$ cat src/rtl/refmon_pkg.sv
package refmon_pkg;

    typedef struct packed {
        logic los;
        logic no_act;
        logic freq_hard;
        logic noise;
    } ref_alarm_t;

    function automatic logic ref_ok(input ref_alarm_t a, input logic noise_en);
        return !(a.los || a.no_act || a.freq_hard || (noise_en && a.noise));
    endfunction

endpackage

$ cat src/rtl/refmon_qual.sv
module refmon_qual
    import refmon_pkg::*;
#(
    parameter int NUM_REFS = 14
) (
    input  logic                clk,
    input  logic                rst,
    input  logic                primed,
    input  logic [NUM_REFS-1:0] los,
    input  logic [NUM_REFS-1:0] no_act,
    input  logic [NUM_REFS-1:0] freq_hard,
    input  logic [NUM_REFS-1:0] noise,
    input  logic                noise_en,
    output logic [NUM_REFS-1:0] valid_next,
    output logic [NUM_REFS-1:0] valid_q,
    output logic [NUM_REFS-1:0] chg_evt
);

    for (genvar g = 0; g < NUM_REFS; g++) begin : g_ref
        ref_alarm_t a;
        assign a = '{los: los[g], no_act: no_act[g], freq_hard: freq_hard[g], noise: noise[g]};
        assign valid_next[g] = ref_ok(a, noise_en);

        always_ff @(posedge clk) begin
            if (rst) valid_q[g] <= 1'b0;
            else     valid_q[g] <= valid_next[g];
        end

        assign chg_evt[g] = primed && (valid_next[g] != valid_q[g]);

        // any hard alarm forces invalid on the next clock
        p_alarm_invalid_r1: assert property (@(posedge clk) disable iff (rst)
            (los[g] || no_act[g] || freq_hard[g]) |=> !valid_q[g]);

        // noise ignored when window disabled
        p_noise_ignored_r2: assert property (@(posedge clk) disable iff (rst)
            (!noise_en && !los[g] && !no_act[g] && !freq_hard[g]) |=> valid_q[g]);
    end

endmodule

$ cat src/rtl/refmon_main.sv
module refmon_main #(
    parameter int NUM_REFS   = 14,
    parameter int IDX_W      = 4,
    parameter int MISS_W     = 3,
    parameter int MISS_LIMIT = 2
) (
    input  logic                clk,
    input  logic                rst,
    input  logic                primed,
    input  logic [NUM_REFS-1:0] valid_next,
    input  logic [NUM_REFS-1:0] phase_alarm,
    input  logic [IDX_W-1:0]    main_sel,
    input  logic                ultra_fast_en,
    input  logic [MISS_W-1:0]   miss_run,
    output logic                main_valid_q,
    output logic                fail_evt
);

    localparam logic [MISS_W-1:0] LIMIT = MISS_W'(MISS_LIMIT);

    logic             sel_valid;
    logic             sel_phase;
    logic             sel_in_range;
    logic             miss_bad;
    logic             main_ok;
    logic [IDX_W-1:0] sel_q;

    always_comb begin
        sel_valid    = 1'b0;
        sel_phase    = 1'b0;
        sel_in_range = 1'b0;
        for (int j = 0; j < NUM_REFS; j++) begin
            if (main_sel == IDX_W'(j)) begin
                sel_valid    = valid_next[j];
                sel_phase    = phase_alarm[j];
                sel_in_range = 1'b1;
            end
        end
    end

    assign miss_bad = ultra_fast_en && (miss_run >= LIMIT);
    assign main_ok  = sel_in_range && sel_valid && !sel_phase && !miss_bad;

    always_ff @(posedge clk) begin
        if (rst) begin
            main_valid_q <= 1'b0;
            sel_q        <= '0;
        end else begin
            main_valid_q <= main_ok;
            sel_q        <= main_sel;
        end
    end

    assign fail_evt = primed && main_valid_q && !main_ok && (main_sel == sel_q);

    // phase alarm on the selected ref blocks main validity
    p_phase_blocks_r3: assert property (@(posedge clk) disable iff (rst)
        sel_phase |=> !main_valid_q);

    // too many missed cycles with ultra-fast switching
    p_miss_blocks_r4: assert property (@(posedge clk) disable iff (rst)
        (ultra_fast_en && miss_run >= LIMIT) |=> !main_valid_q);

    // out-of-range select is never valid
    p_range_r11: assert property (@(posedge clk) disable iff (rst)
        !sel_in_range |=> !main_valid_q);

endmodule

$ cat src/rtl/refmon_sticky.sv
module refmon_sticky #(
    parameter int W = 14
) (
    input  logic         clk,
    input  logic         rst,
    input  logic [W-1:0] set,
    input  logic [W-1:0] clr,
    output logic [W-1:0] flag
);

    for (genvar g = 0; g < W; g++) begin : g_bit
        always_ff @(posedge clk) begin
            if (rst) flag[g] <= 1'b0;
            else     flag[g] <= (flag[g] && !clr[g]) || set[g];
        end

        // a new event wins over a same-cycle clear
        p_set_wins_r9: assert property (@(posedge clk) disable iff (rst)
            set[g] |=> flag[g]);
    end

endmodule

$ cat src/rtl/refclk_valid_mon.sv
module refclk_valid_mon #(
    parameter int NUM_REFS   = 14,
    parameter int MISS_W     = 3,
    parameter int MISS_LIMIT = 2,
    localparam int IDX_W     = $clog2(NUM_REFS + 1)
) (
    input  logic                clk,
    input  logic                rst,
    input  logic [NUM_REFS-1:0] los_i,
    input  logic [NUM_REFS-1:0] no_act_i,
    input  logic [NUM_REFS-1:0] freq_hard_i,
    input  logic [NUM_REFS-1:0] noise_viol_i,
    input  logic [NUM_REFS-1:0] phase_alarm_i,
    input  logic                noise_win_en,
    input  logic                ultra_fast_en,
    input  logic [IDX_W-1:0]    main_sel,
    input  logic [MISS_W-1:0]   miss_run,
    input  logic [NUM_REFS-1:0] chg_irq_en,
    input  logic                fail_irq_en,
    input  logic                fault_route,
    input  logic                clr_we,
    input  logic [NUM_REFS-1:0] clr_chg,
    input  logic                clr_fail,
    output logic [NUM_REFS-1:0] valid_o,
    output logic                main_valid_o,
    output logic [NUM_REFS-1:0] chg_o,
    output logic                fail_o,
    output logic                irq_o,
    output logic                fault_o
);

    logic                primed;
    logic [NUM_REFS-1:0] valid_next;
    logic [NUM_REFS-1:0] chg_evt;
    logic                fail_evt;

    always_ff @(posedge clk) begin
        if (rst) primed <= 1'b0;
        else     primed <= 1'b1;
    end

    refmon_qual #(.NUM_REFS(NUM_REFS)) u_qual (
        .clk(clk), .rst(rst), .primed(primed),
        .los(los_i), .no_act(no_act_i), .freq_hard(freq_hard_i), .noise(noise_viol_i),
        .noise_en(noise_win_en),
        .valid_next(valid_next), .valid_q(valid_o), .chg_evt(chg_evt)
    );

    refmon_main #(
        .NUM_REFS(NUM_REFS), .IDX_W(IDX_W), .MISS_W(MISS_W), .MISS_LIMIT(MISS_LIMIT)
    ) u_main (
        .clk(clk), .rst(rst), .primed(primed),
        .valid_next(valid_next), .phase_alarm(phase_alarm_i),
        .main_sel(main_sel), .ultra_fast_en(ultra_fast_en), .miss_run(miss_run),
        .main_valid_q(main_valid_o), .fail_evt(fail_evt)
    );

    refmon_sticky #(.W(NUM_REFS)) u_chg (
        .clk(clk), .rst(rst), .set(chg_evt),
        .clr(clr_we ? clr_chg : '0), .flag(chg_o)
    );

    refmon_sticky #(.W(1)) u_fail (
        .clk(clk), .rst(rst), .set(fail_evt),
        .clr(clr_we && clr_fail), .flag(fail_o)
    );

    assign irq_o   = (|(chg_o & chg_irq_en)) || (fail_o && fail_irq_en);
    assign fault_o = fault_route && fail_o && fail_irq_en;

    // a reselection never raises the failure flag
    p_reselect_quiet_r7: assert property (@(posedge clk) disable iff (rst)
        (primed && main_sel != $past(main_sel) && !fail_o) |=> !fail_o);

    // fault stays high until the failure flag is cleared
    p_fault_hold_r8: assert property (@(posedge clk) disable iff (rst)
        (fault_o && !(clr_we && clr_fail)) |=> (fault_o || !fault_route || !fail_irq_en));

    // reset leaves every flag clear
    p_reset_clean_r10: assert property (@(posedge clk)
        rst |=> (chg_o == '0 && !fail_o && valid_o == '0 && !main_valid_o));

endmodule

$ cat config.mk
export PLATFORM = sky130hd
export DESIGN_NAME = refclk_valid_mon
export DESIGN_NICKNAME = d
export VERILOG_FILES = /design/src/rtl/refmon_pkg.sv /design/src/rtl/refmon_qual.sv /design/src/rtl/refmon_main.sv /design/src/rtl/refmon_sticky.sv /design/src/rtl/refclk_valid_mon.sv
export SDC_FILE = /design/constraint.sdc
export NUM_CORES = 1
export LEC_CHECK = 0
export ABC_AREA = 1
export BUFFER_PORTS_ARGS = -buffer_cell sky130_fd_sc_hd__buf_2
export CORE_UTILIZATION = 31
export DETAILED_ROUTE_END_ITERATION = 16
export GPL_ROUTABILITY_DRIVEN = 0
export PLACE_DENSITY = 0.67
export SLEW_MARGIN = 20
export SYNTH_ARGS = -nofsm -noshare
export SYNTH_HDL_FRONTEND = slang
export SYNTH_SLANG_ARGS = --single-unit
$ cat constraint.sdc
create_clock -name clk -period 2.76 [get_ports clk]
set_input_delay 0.276 -clock clk [delete_from_list [all_inputs] [get_ports clk]]
set_output_delay 0.276 -clock clk [all_outputs]
set_load 0.01 [all_outputs]
Word level (Yosys, flattened, before mapping):

Index checks and enable logic that the tools add are counted.

* register bits after elaboration: 35
* bits in latches: 0
* memory bits (writable): 0
* bits in read-only memories: 0
* bits of input ports: 113
* output and inout port bits: 32
* word-level logic and storage cells: 252
* memories: 0

* $add $sub $neg: 0
* multiply operators: 0
* div/mod/pow operators: 0
* order comparisons: 1
* eq/ne operators: 28
* shift operators: 0
* muxes and demuxes: 44
* bitwise logic cells: 1
* reductions and logical operators: 146

Operator list (count)
* $logic_or A1 B1 Y1: 58
* $logic_and A1 B1 Y1: 54
* $mux W1: 43
* $logic_not A1 Y1: 32
* $eq A4 B4 Y1 const B: 6
* $eq A4 B3 Y1 const B: 4
* $and A14 B14 Y14: 1
* $mux W14: 1
* $ne A1 B1 Y1: 14
* $reduce_or A14 Y1: 1
* $eq A4 B2 Y1 const B: 2
* $eq A4 B1 Y1 const B: 1
* $eq A4 B4 Y1: 1
* $logic_not A4 Y1: 1
* $ge A3 B2 Y1 const B: 1

Longest topological paths before layout:

Gate-level depths: netlist (run 1).

* word-level depth: 25
* depth in mapped cells: 14
* gate-level depth less buffers: 14

Hierarchy:

From an unflattened synthesis (run 1), not the netlist that was laid out.

* cells, all modules: 426
* area, all modules: 2399.8 um^2

By module, submodules not included
* refmon_qual: instances 1, cells an instance 185, area an instance 1032.2 um^2, sequential area each 280.3 um^2
* refmon_main: instances 1, cells an instance 96, area an instance 524.3 um^2, sequential area each 100.1 um^2
* refmon_sticky at u_chg: instances 1, cells an instance 71, area an instance 519.2 um^2, sequential area each 280.3 um^2
* refclk_valid_mon: instances 1, cells an instance 69, area an instance 284.0 um^2, sequential area each 20.0 um^2
* refmon_sticky at u_fail: instances 1, cells an instance 5, area an instance 40.0 um^2, sequential area each 20.0 um^2

Least setup slack after synthesis (run 1):

No wires, ideal clock.

* path kind: input -> register
* start: input port no_act_i[10]
* end: register u_fail.flag
* library setup time: 0.127 ns
* arrival: 1.177 ns
* required time: 2.633 ns
* setup slack: 1.457 ns
* cell stages on the path: 11
* path buffers: 0
* path through: nor3_1 -> and2_1 -> inv_1 -> o21ai_0 -> o21ai_0 -> nor2_1 -> nand2_1 -> nand3_1 -> nand2_1 -> nand2_1 -> a21oi_2

* word-level cells in the longest chain between the ends: 15

RTL lines
* start: declaration: line refclk_valid_mon.sv:10 `input logic [NUM_REFS-1:0] no_act_i,`
* $logic_or A1 B1 Y1 (3 in a row): line refmon_pkg.sv:11 `return !(a.los || a.no_act || a.freq_hard || (noise_en && a.noise));`
* $logic_not A1 Y1: line refmon_pkg.sv:11
* $mux W1 (4 in a row): line refmon_main.sv:33 `if (main_sel == IDX_W'(j)) begin`
* $logic_and A1 B1 Y1 (3 in a row): line refmon_main.sv:42 `assign main_ok = sel_in_range && sel_valid && !sel_phase && !miss_bad;`
* $logic_not A1 Y1: line refmon_main.sv:54 `assign fail_evt = primed && main_valid_q && !main_ok && (main_sel == sel_q);`
* $logic_and A1 B1 Y1 (2 in a row): line refmon_main.sv:54
* $logic_or A1 B1 Y1: line refmon_sticky.sv:14 `else flag[g] <= (flag[g] && !clr[g]) || set[g];`
* end signal: indexed assignment: line refmon_sticky.sv:14
* end: declaration: line refmon_sticky.sv:8 `output logic [W-1:0] flag`

Every way passes these cells.
A chain may end at the register's enable or synchronous reset.

Worst setup path after layout (run 1):

* start: register u_chg.flag[11]
* end: output port irq_o

* word-level cells in the longest chain between the ends: 3

RTL lines
* start: declaration: line refmon_sticky.sv:8
* start signal: indexed assignment: line refmon_sticky.sv:14
* $and A14 B14 Y14: line refclk_valid_mon.sv:68 `assign irq_o = (|(chg_o & chg_irq_en)) || (fail_o && fail_irq_en);`
* $reduce_or A14 Y1: line refclk_valid_mon.sv:68
* $logic_or A1 B1 Y1: line refclk_valid_mon.sv:68
* end: declaration: line refclk_valid_mon.sv:28 `output logic irq_o,`

Every way passes these cells.

==> results.rst, run 1 <==
.. list-table::
   :header-rows: 1

   * - Metric
     - Value
   * - Outcome
     - finished, final reports clean
   * - Placeable core region
     - 6030 um2
   * - GRT Total Usage
     - 17.0%
   * - Largest clock skew in the final design
     - between 0.004 and 0.005 ns
   * - Mux share of post-synthesis cell area
     - 0%
   * - LEAKAGE
     - 1.51 nW
   * - Post-detailed-route count of antenna-violating nets
     - 0
   * - Required @ worst endpoint
     - 2.48 ns
   * - Number of buffers inserted to repair setup after CTS
     - 0
   * - Final global-route overflow total
     - 0
   * - Highest ir drop seen on vdd
     - 0.000212 V
   * - Number of sinks handled by clock tree synthesis
     - 35
   * - Net count reported at finish
     - 572
   * - Adder and majority gate portion of the synthesized area
     - 0%
   * - Layout Cells excl Fill
     - 535
   * - Initial antenna violation count
     - 0
   * - I/O pin count
     - 145
   * - RSZ-0062 raised after global routing
     - no
   * - Initial Utilization
     - between 30% and 40%
   * - Router iterations before antenna repair
     - 4
   * - Part of the Yosys area used for sequential elements
     - 35.6%
   * - Final wirelength
     - ~5800 um
   * - Clock Root Buffer
     - clkbuf_8
   * - Achievable Freq
     - 595 MHz
   * - Max incr delay on CP
     - 0.36 ns
   * - Portion of total power attributed to combinational logic
     - 17.9%
   * - Row count
     - 28
   * - First-pass GRT wire length
     - 8520 um
   * - Critical path endpoint category
     - output port
   * - Synth Area in Simple Gates
     - between 40 and 50%
   * - Classification of the worst setup path
     - flip-flop to output port
   * - Die X-Extent
     - 81.6 um
   * - Chip height
     - 81.6 um
   * - Int Pwr
     - 922 uW
   * - Leading cell types in the layout, fill and taps excluded
     - 143 x buf_2, 100 x nand2_1, 41 x nor2_1, 35 x dfxtp_1, 26 x inv_1
   * - Synth Area in Compound Gates
     - under 10%
   * - Detailed-route vias per instance
     - 4.42
   * - Number of slew-limit violations in the final report
     - 0
   * - Vias after detailed routing
     - about 2.4k
   * - Final count of hold timing violations
     - 0
   * - Standard cell with the maximum stage delay on the critical path
     - nor4_1
   * - Clock Tree Buf Depth
     - 2
   * - Reg power frac
     - 43.8%
   * - Share of total power in the clock network
     - a little under two fifths
   * - R2R Path Start
     - primed
   * - Clock buffer count from CTS
     - 5
   * - Number of instances in the placed design
     - 527
   * - Critical hold path startpoint
     - no_act_i[1]
   * - Mapped cell area
     - 1970 um2
   * - Detailed router's first-iteration violation count
     - 64
   * - Post-route DRC violation count
     - 0
   * - Cts-stage hold buffer count
     - 0
   * - Drt wl/cell
     - 10.8 um
   * - Area Growth Syn to Fin
     - 45.6%
   * - Worst Path Buf+Inv
     - 1
   * - Power density normalized to cell area
     - 427 nW/um2
   * - Worst-path cell chain
     - nand2_1 > nand4_1 > nor4_1 > nand2_1 > buf_2
   * - Number of H-tree branching levels
     - 2
   * - Setup Total Neg Slack
     - 0 ns
   * - Worst hold slack across all endpoints
     - 0.253 ns
   * - Number of synthesized register bits
     - 35
   * - Relative slew margins
     - 56.6%
   * - Endpoints failing setup
     - 0
   * - Final core utilization
     - 47.5%
   * - Post-Synthesis Net Count
     - 429
   * - Worst-path clk slew
     - ~0.07 ns
   * - Cells resized by post-CTS repair
     - 0
   * - Avg Synthesized Cell Area
     - 6.22 um2
   * - Type of the worst min-delay path
     - input port to flip-flop
   * - Instance count of the mapped netlist
     - roughly 320
   * - Switching power
     - 299 uW
   * - Antenna diode count
     - 0
   * - Most common library cell in the layout ignoring fill and taps
     - buf_2
   * - Clk Latency, worst-skew pair
     - approximately 0.28 ns
   * - TritonCTS clock tree
     - built
   * - Layout cells sized above 1
     - 38.3%
   * - Main combinational cell family by area after synthesis
     - simple AND/OR/NAND/NOR gates
   * - Post-synthesis cell type count
     - 26
   * - Data arrival at the endpoint of the critical path
     - 1.41 ns
   * - Via count of the first global-routing pass
     - 1976
   * - Total power
     - 1.22 mW
   * - CP delay by family, top
     - simple AND/OR/NAND/NOR gates
   * - Number of warnings printed during yosys synthesis
     - 0
   * - Tcrit/Tclk final
     - 60.9%
   * - Measured slew at the worst slew-check pin
     - 0.651 ns
   * - Detail Placement HPWL
     - about 4700 um
   * - Shortest period the worst path allows
     - 1.68 ns
   * - Critical path's most frequent cell
     - nand2_1
   * - Critical Path Source Type
     - flip-flop
   * - Switching part of the total
     - approximately a quarter
   * - Port Buf Inserts
     - 143
   * - Maximum number of pins on one net before global-route repair
     - 36
   * - Critical Path Source
     - u_chg.flag[11]
   * - Floorplan die area
     - 6660 um2
   * - Max-cap violations
     - 0
   * - XOR/XNOR share of the synthesized area
     - 0.446%
   * - Highest net fanout along the worst path
     - 3
==> sequential cells by signal, summed over array words and instances, names as in the netlist <==
register and count:
u_main.sel_q 4, u_qual.valid_q 14, u_chg.flag 14, u_main.main_valid_q 1
primed 1, u_fail.flag 1
==> Yosys cell counts <==
cell type,count,share of area [%]
a21oi_1,19,4.8
a21oi_2,2,0.89
a22o_1,1,0.45
and2_1,8,2.5
buf_4,1,0.38
clkbuf_1,6,1.1
dfxtp_1,35,36
inv_1,26,5.0
inv_2,4,0.76
nand2_1,100,19
nand2_2,1,0.32
nand3_1,23,5.9
nand3b_1,1,0.38
nand4_1,6,1.9
nor2_1,41,7.8
nor2_2,3,0.95
nor2_4,1,0.57
nor3_1,12,3.1
nor3b_1,1,0.38
nor4_1,2,0.64
o211ai_1,1,0.38
o21a_1,1,0.38
o21ai_0,5,1.3
o32ai_1,1,0.45
or2_2,14,4.5
xnor2_1,1,0.45
==> kinds of logic after synthesis <==
group | Yosys count
buffers and inverters | 37
xor gates and xnor gates | 1
and+or+nand+nor | 213
DFF | 35
AOI/OAI and AO/OA | 30
==> power by group through the flow <==
stage               registers (mW)  clock network, mW  logic, mW
detailed placement           0.547                  0      0.221
finish                       0.535              0.468      0.219
CTS                          0.535              0.483      0.222
global route                 0.537              0.510      0.249
floorplan                    0.549                  0     0.0992
global placement             0.546                  0      0.219
==> stage by stage <==
step / setup slack [ns] / area [um2]
6_report: 1.08 / 2860
5_1_grt: 0.935 / 2860
4_1_cts: 1.01 / 2860
3_5_place_dp: 0.962 / 2750
3_3_place_gp: 1.00 / 2750
2_1_floorplan: 1.46 / 1970
==> tightest hold or removal path, stage by stage <==
cell	delay, ns
buf_2	0.07
nor2_1	0.03
nand2_1	0.06
nor3_1	0.04
==> layer usage <==
metal | global-route usage [%] | part of all wire [%]
met1 | 20.2 | 45
met2 | 29.8 | 46
met3 | 4.67 | 8.2
met4 | 4.74 | 0.43
met5 | 0 | 0
==> area by class of cell <==
type / instances / area (um2)
clock buffer: 6 / 82.6
clock inverter: 2 / 35.0
fill: 647 / 3160
inverter: 30 / 113
multi-input combinational: 244 / 1120
sequential: 35 / 701
tap: 75 / 93.8
timing repair buffer: 143 / 716
==> final timing paths <==
| kind | end | slack [ns] | cells past startpoint |
|---|---|---|---|
| setup / recovery | irq_o | 1.08 | 5 |
| hold / removal | u_qual.valid_q[1] | 0.25 | 4 |
| setup reg to reg | u_fail.flag | 1.28 | 4 |
| hold reg to reg | u_chg.flag[4] | 0.48 | 2 |
Power figures use the tool's default switching activity.
==> run 2, diff against run 1 <==
Settings changed: PLACE_DENSITY 0.67 to 0.7.
Clock period 2.76 ns to 1.45 ns, I/O delays scaled along.
==> results.rst, run 2 (synthesis gave the netlist of run 1 again) <==
.. list-table::
   :header-rows: 1

   * - Metric
     - Value
   * - Standard cell with the maximum stage delay on the critical path
     - dfxtp_2
   * - LEAKAGE
     - 1.55 nW (+2.8%)
   * - Endpoints failing setup
     - 1 (+1)
   * - Cell area after layout
     - 2940 um2 (+2.7%)
   * - Net count reported at finish
     - 582 (+1.7%)
   * - Relative slew margins
     - 79.1% (+23 points)
   * - Measured slew at the worst slew-check pin
     - 0.313 ns (-0.338 ns)
   * - Final count of hold timing violations
     - 0 (unchanged)
   * - PnR worst setup slack
     - -0.0907 ns (-1.17 ns)
   * - Via count of the first global-routing pass
     - 2157 (+9.2%)
   * - Achievable Freq
     - 649 MHz
   * - Vias after detailed routing
     - 2453 (+3.8%)
   * - Power density normalized to cell area
     - 730 nW/um2 (+71%)
   * - Clock Root Buffer
     - clkbuf_8
   * - Type of the worst min-delay path
     - input port to flip-flop
   * - Post-route DRC violation count
     - 0 (unchanged)
   * - Number of H-tree branching levels
     - 2 (unchanged)
   * - Shortest period the worst path allows
     - around 1.5 ns
   * - Port Buf Inserts
     - 143 (unchanged)
   * - Maximum number of pins on one net before global-route repair
     - 36 (unchanged)
   * - Initial Utilization
     - 32.6% (unchanged)
   * - Tcrit/Tclk final
     - 106%
   * - Detail Placement HPWL
     - 4830 um (+2.2%)
   * - Clock buffer count from CTS
     - 5 (unchanged)
   * - Leading registers by flop count
     - u_chg.flag: 14 flops, u_qual.valid_q: 14 flops, u_main.sel_q: 4 flops
   * - Max-cap violations
     - 0 (unchanged)
   * - Clk Latency, worst-skew pair
     - 0.28 ns (about the same)
   * - Detailed router's first-iteration violation count
     - 44 (-31%)
   * - Post-detailed-route count of antenna-violating nets
     - 0 (unchanged)
   * - Worst-path clk slew
     - 0.07 ns (about the same)
   * - Violations in the final reports
     - setup timing
   * - Clock Tree Buf Depth
     - 2 (unchanged)
   * - Critical Path Source Type
     - flip-flop
   * - Data arrival at the endpoint of the critical path
     - 1.40 ns (about the same)
   * - Critical path endpoint category
     - output port
   * - Die X-Extent
     - 81.6 um (unchanged)
   * - Number of slew-limit violations in the final report
     - 0 (unchanged)
   * - Layout cells sized above 1
     - 40.6% (+2.4 points)
   * - Largest clock skew in the final design
     - 0.00196 ns (-0.00209 ns)
   * - Final core utilization
     - 48.8% (+1.3 points)
   * - Final wirelength
     - 5980 um (+3.2%)
   * - Required @ worst endpoint
     - 1.31 ns (-1.17 ns)
   * - Number of sinks handled by clock tree synthesis
     - 35 (unchanged)
   * - GRT Total Usage
     - 18.0% (+0.99 points)
   * - Highest ir drop seen on vdd
     - 0.000328 V (+55%)
   * - TritonCTS clock tree
     - built
   * - Most common library cell in the layout ignoring fill and taps
     - buf_2
   * - Detailed-route vias per instance
     - 4.50 (+1.9%)
   * - RSZ-0062 raised after global routing
     - yes
   * - Antenna diode count
     - 0 (unchanged)
   * - Classification of the worst setup path
     - flip-flop to output port
   * - First-pass GRT wire length
     - 8970 um (+5.3%)
   * - Worst-path cell chain
     - a22o_1 > nor4_4 > nand2_1 > buf_2
   * - Row count
     - 28 (unchanged)
   * - I/O pin count
     - 145 (unchanged)
   * - Drt wl/cell
     - 11.0 um (+1.3%)
   * - Outcome
     - finished with violations
   * - Placeable core region
     - 6030 um2 (unchanged)
   * - Highest net fanout along the worst path
     - 3 (unchanged)
   * - Max incr delay on CP
     - 0.33 ns (-0.03 ns)
   * - Router iterations before antenna repair
     - 4 (unchanged)
   * - Chip height
     - 81.6 um (unchanged)
   * - Leading cell types in the layout, fill and taps excluded
     - 143 x buf_2, 99 x nand2_1, 41 x nor2_1, 31 x dfxtp_1, 26 x inv_1
   * - Area Growth Syn to Fin
     - 49.6%
   * - Cell area after placement
     - 2830 um2 (+3.2%)
   * - Initial antenna violation count
     - 0 (unchanged)
   * - Floorplan die area
     - 6660 um2 (unchanged)
   * - Final global-route overflow total
     - 0 (unchanged)
[run 2: stage by stage]
step                setup WS (ns)  hold WS [ns]  setup TNS [ns]  total power [mW]  std cells
finish                    -0.0907         0.114         -0.0907              2.15        545
global route               -0.200         0.129          -0.200              2.30        545
CTS                       -0.0808         0.110         -0.0808              2.18        545
detailed placement        -0.0510         0.416         -0.0510              1.49        537
global placement          -0.0337         0.407         -0.0337              1.48        537
floorplan                   0.278         0.252               0              1.23        316
[run 2: path summary, 6_finish.rpt]
path	startpoint	cells after the start	slack, ns	to
worst max-delay path	u_chg.flag[12]	4	-0.09	irq_o
worst min-delay path	los_i[1]	4	0.11	u_qual.valid_q[1]
worst max register to register	u_main.sel_q[2]	5	0.44	u_fail.flag
worst min register to register	u_chg.flag[5]	2	0.48	u_chg.flag[5]
[run 2: where the power goes]
part           internal [mW]  total, mW  leakage, nW  switching, mW
Sequential             0.994       1.01        0.287         0.0192
Clock                  0.335      0.674       0.0412          0.339
Combinational          0.231      0.460         1.22          0.228
Total                   1.56       2.15         1.55          0.586
[run 2: area by class of cell]
cell class                      count  area (um2)
Clock buffer                        6        72.6
Clock inverter                      2        12.5
Fill cell                         660        3090
Inverter                           30         113
Multi-Input combinational cell    244        1140
Sequential cell                    35         706
Tap cell                           75        93.8
Timing Repair Buffer              153         803
[run 2: worst max-delay path, delay by kind of cell, from the launching register on]
family                 cells  cell delay, ns
AOI/OAI and AO/OA          1            0.24
buffers and inverters      1            0.14
DFF                        1            0.33
and+or+nand+nor            2            0.41
[run 2: routing by layer]
metal | up-vias | GRT usage, % | wire length, um
met1 | 1030 | 20.4 | 2600
li1 | 1311 | - | -
met3 | 10 | 4.56 | 489
met5 | - | 0 | 0
met2 | 102 | 32.3 | 2790
met4 | 0 | 6.49 | 97
[run 2: what timing repair did]
item / 4_1_cts / 5_1_grt
hold endpoints to repair: 0 / 0
buffers inserted: 0 / 0
gates resized for setup: 2 / 5
pin swaps: 3 / 1
hold buffers: 0 / 0
setup endpoints to repair: 1 / 1
gates cloned: 0 / 0
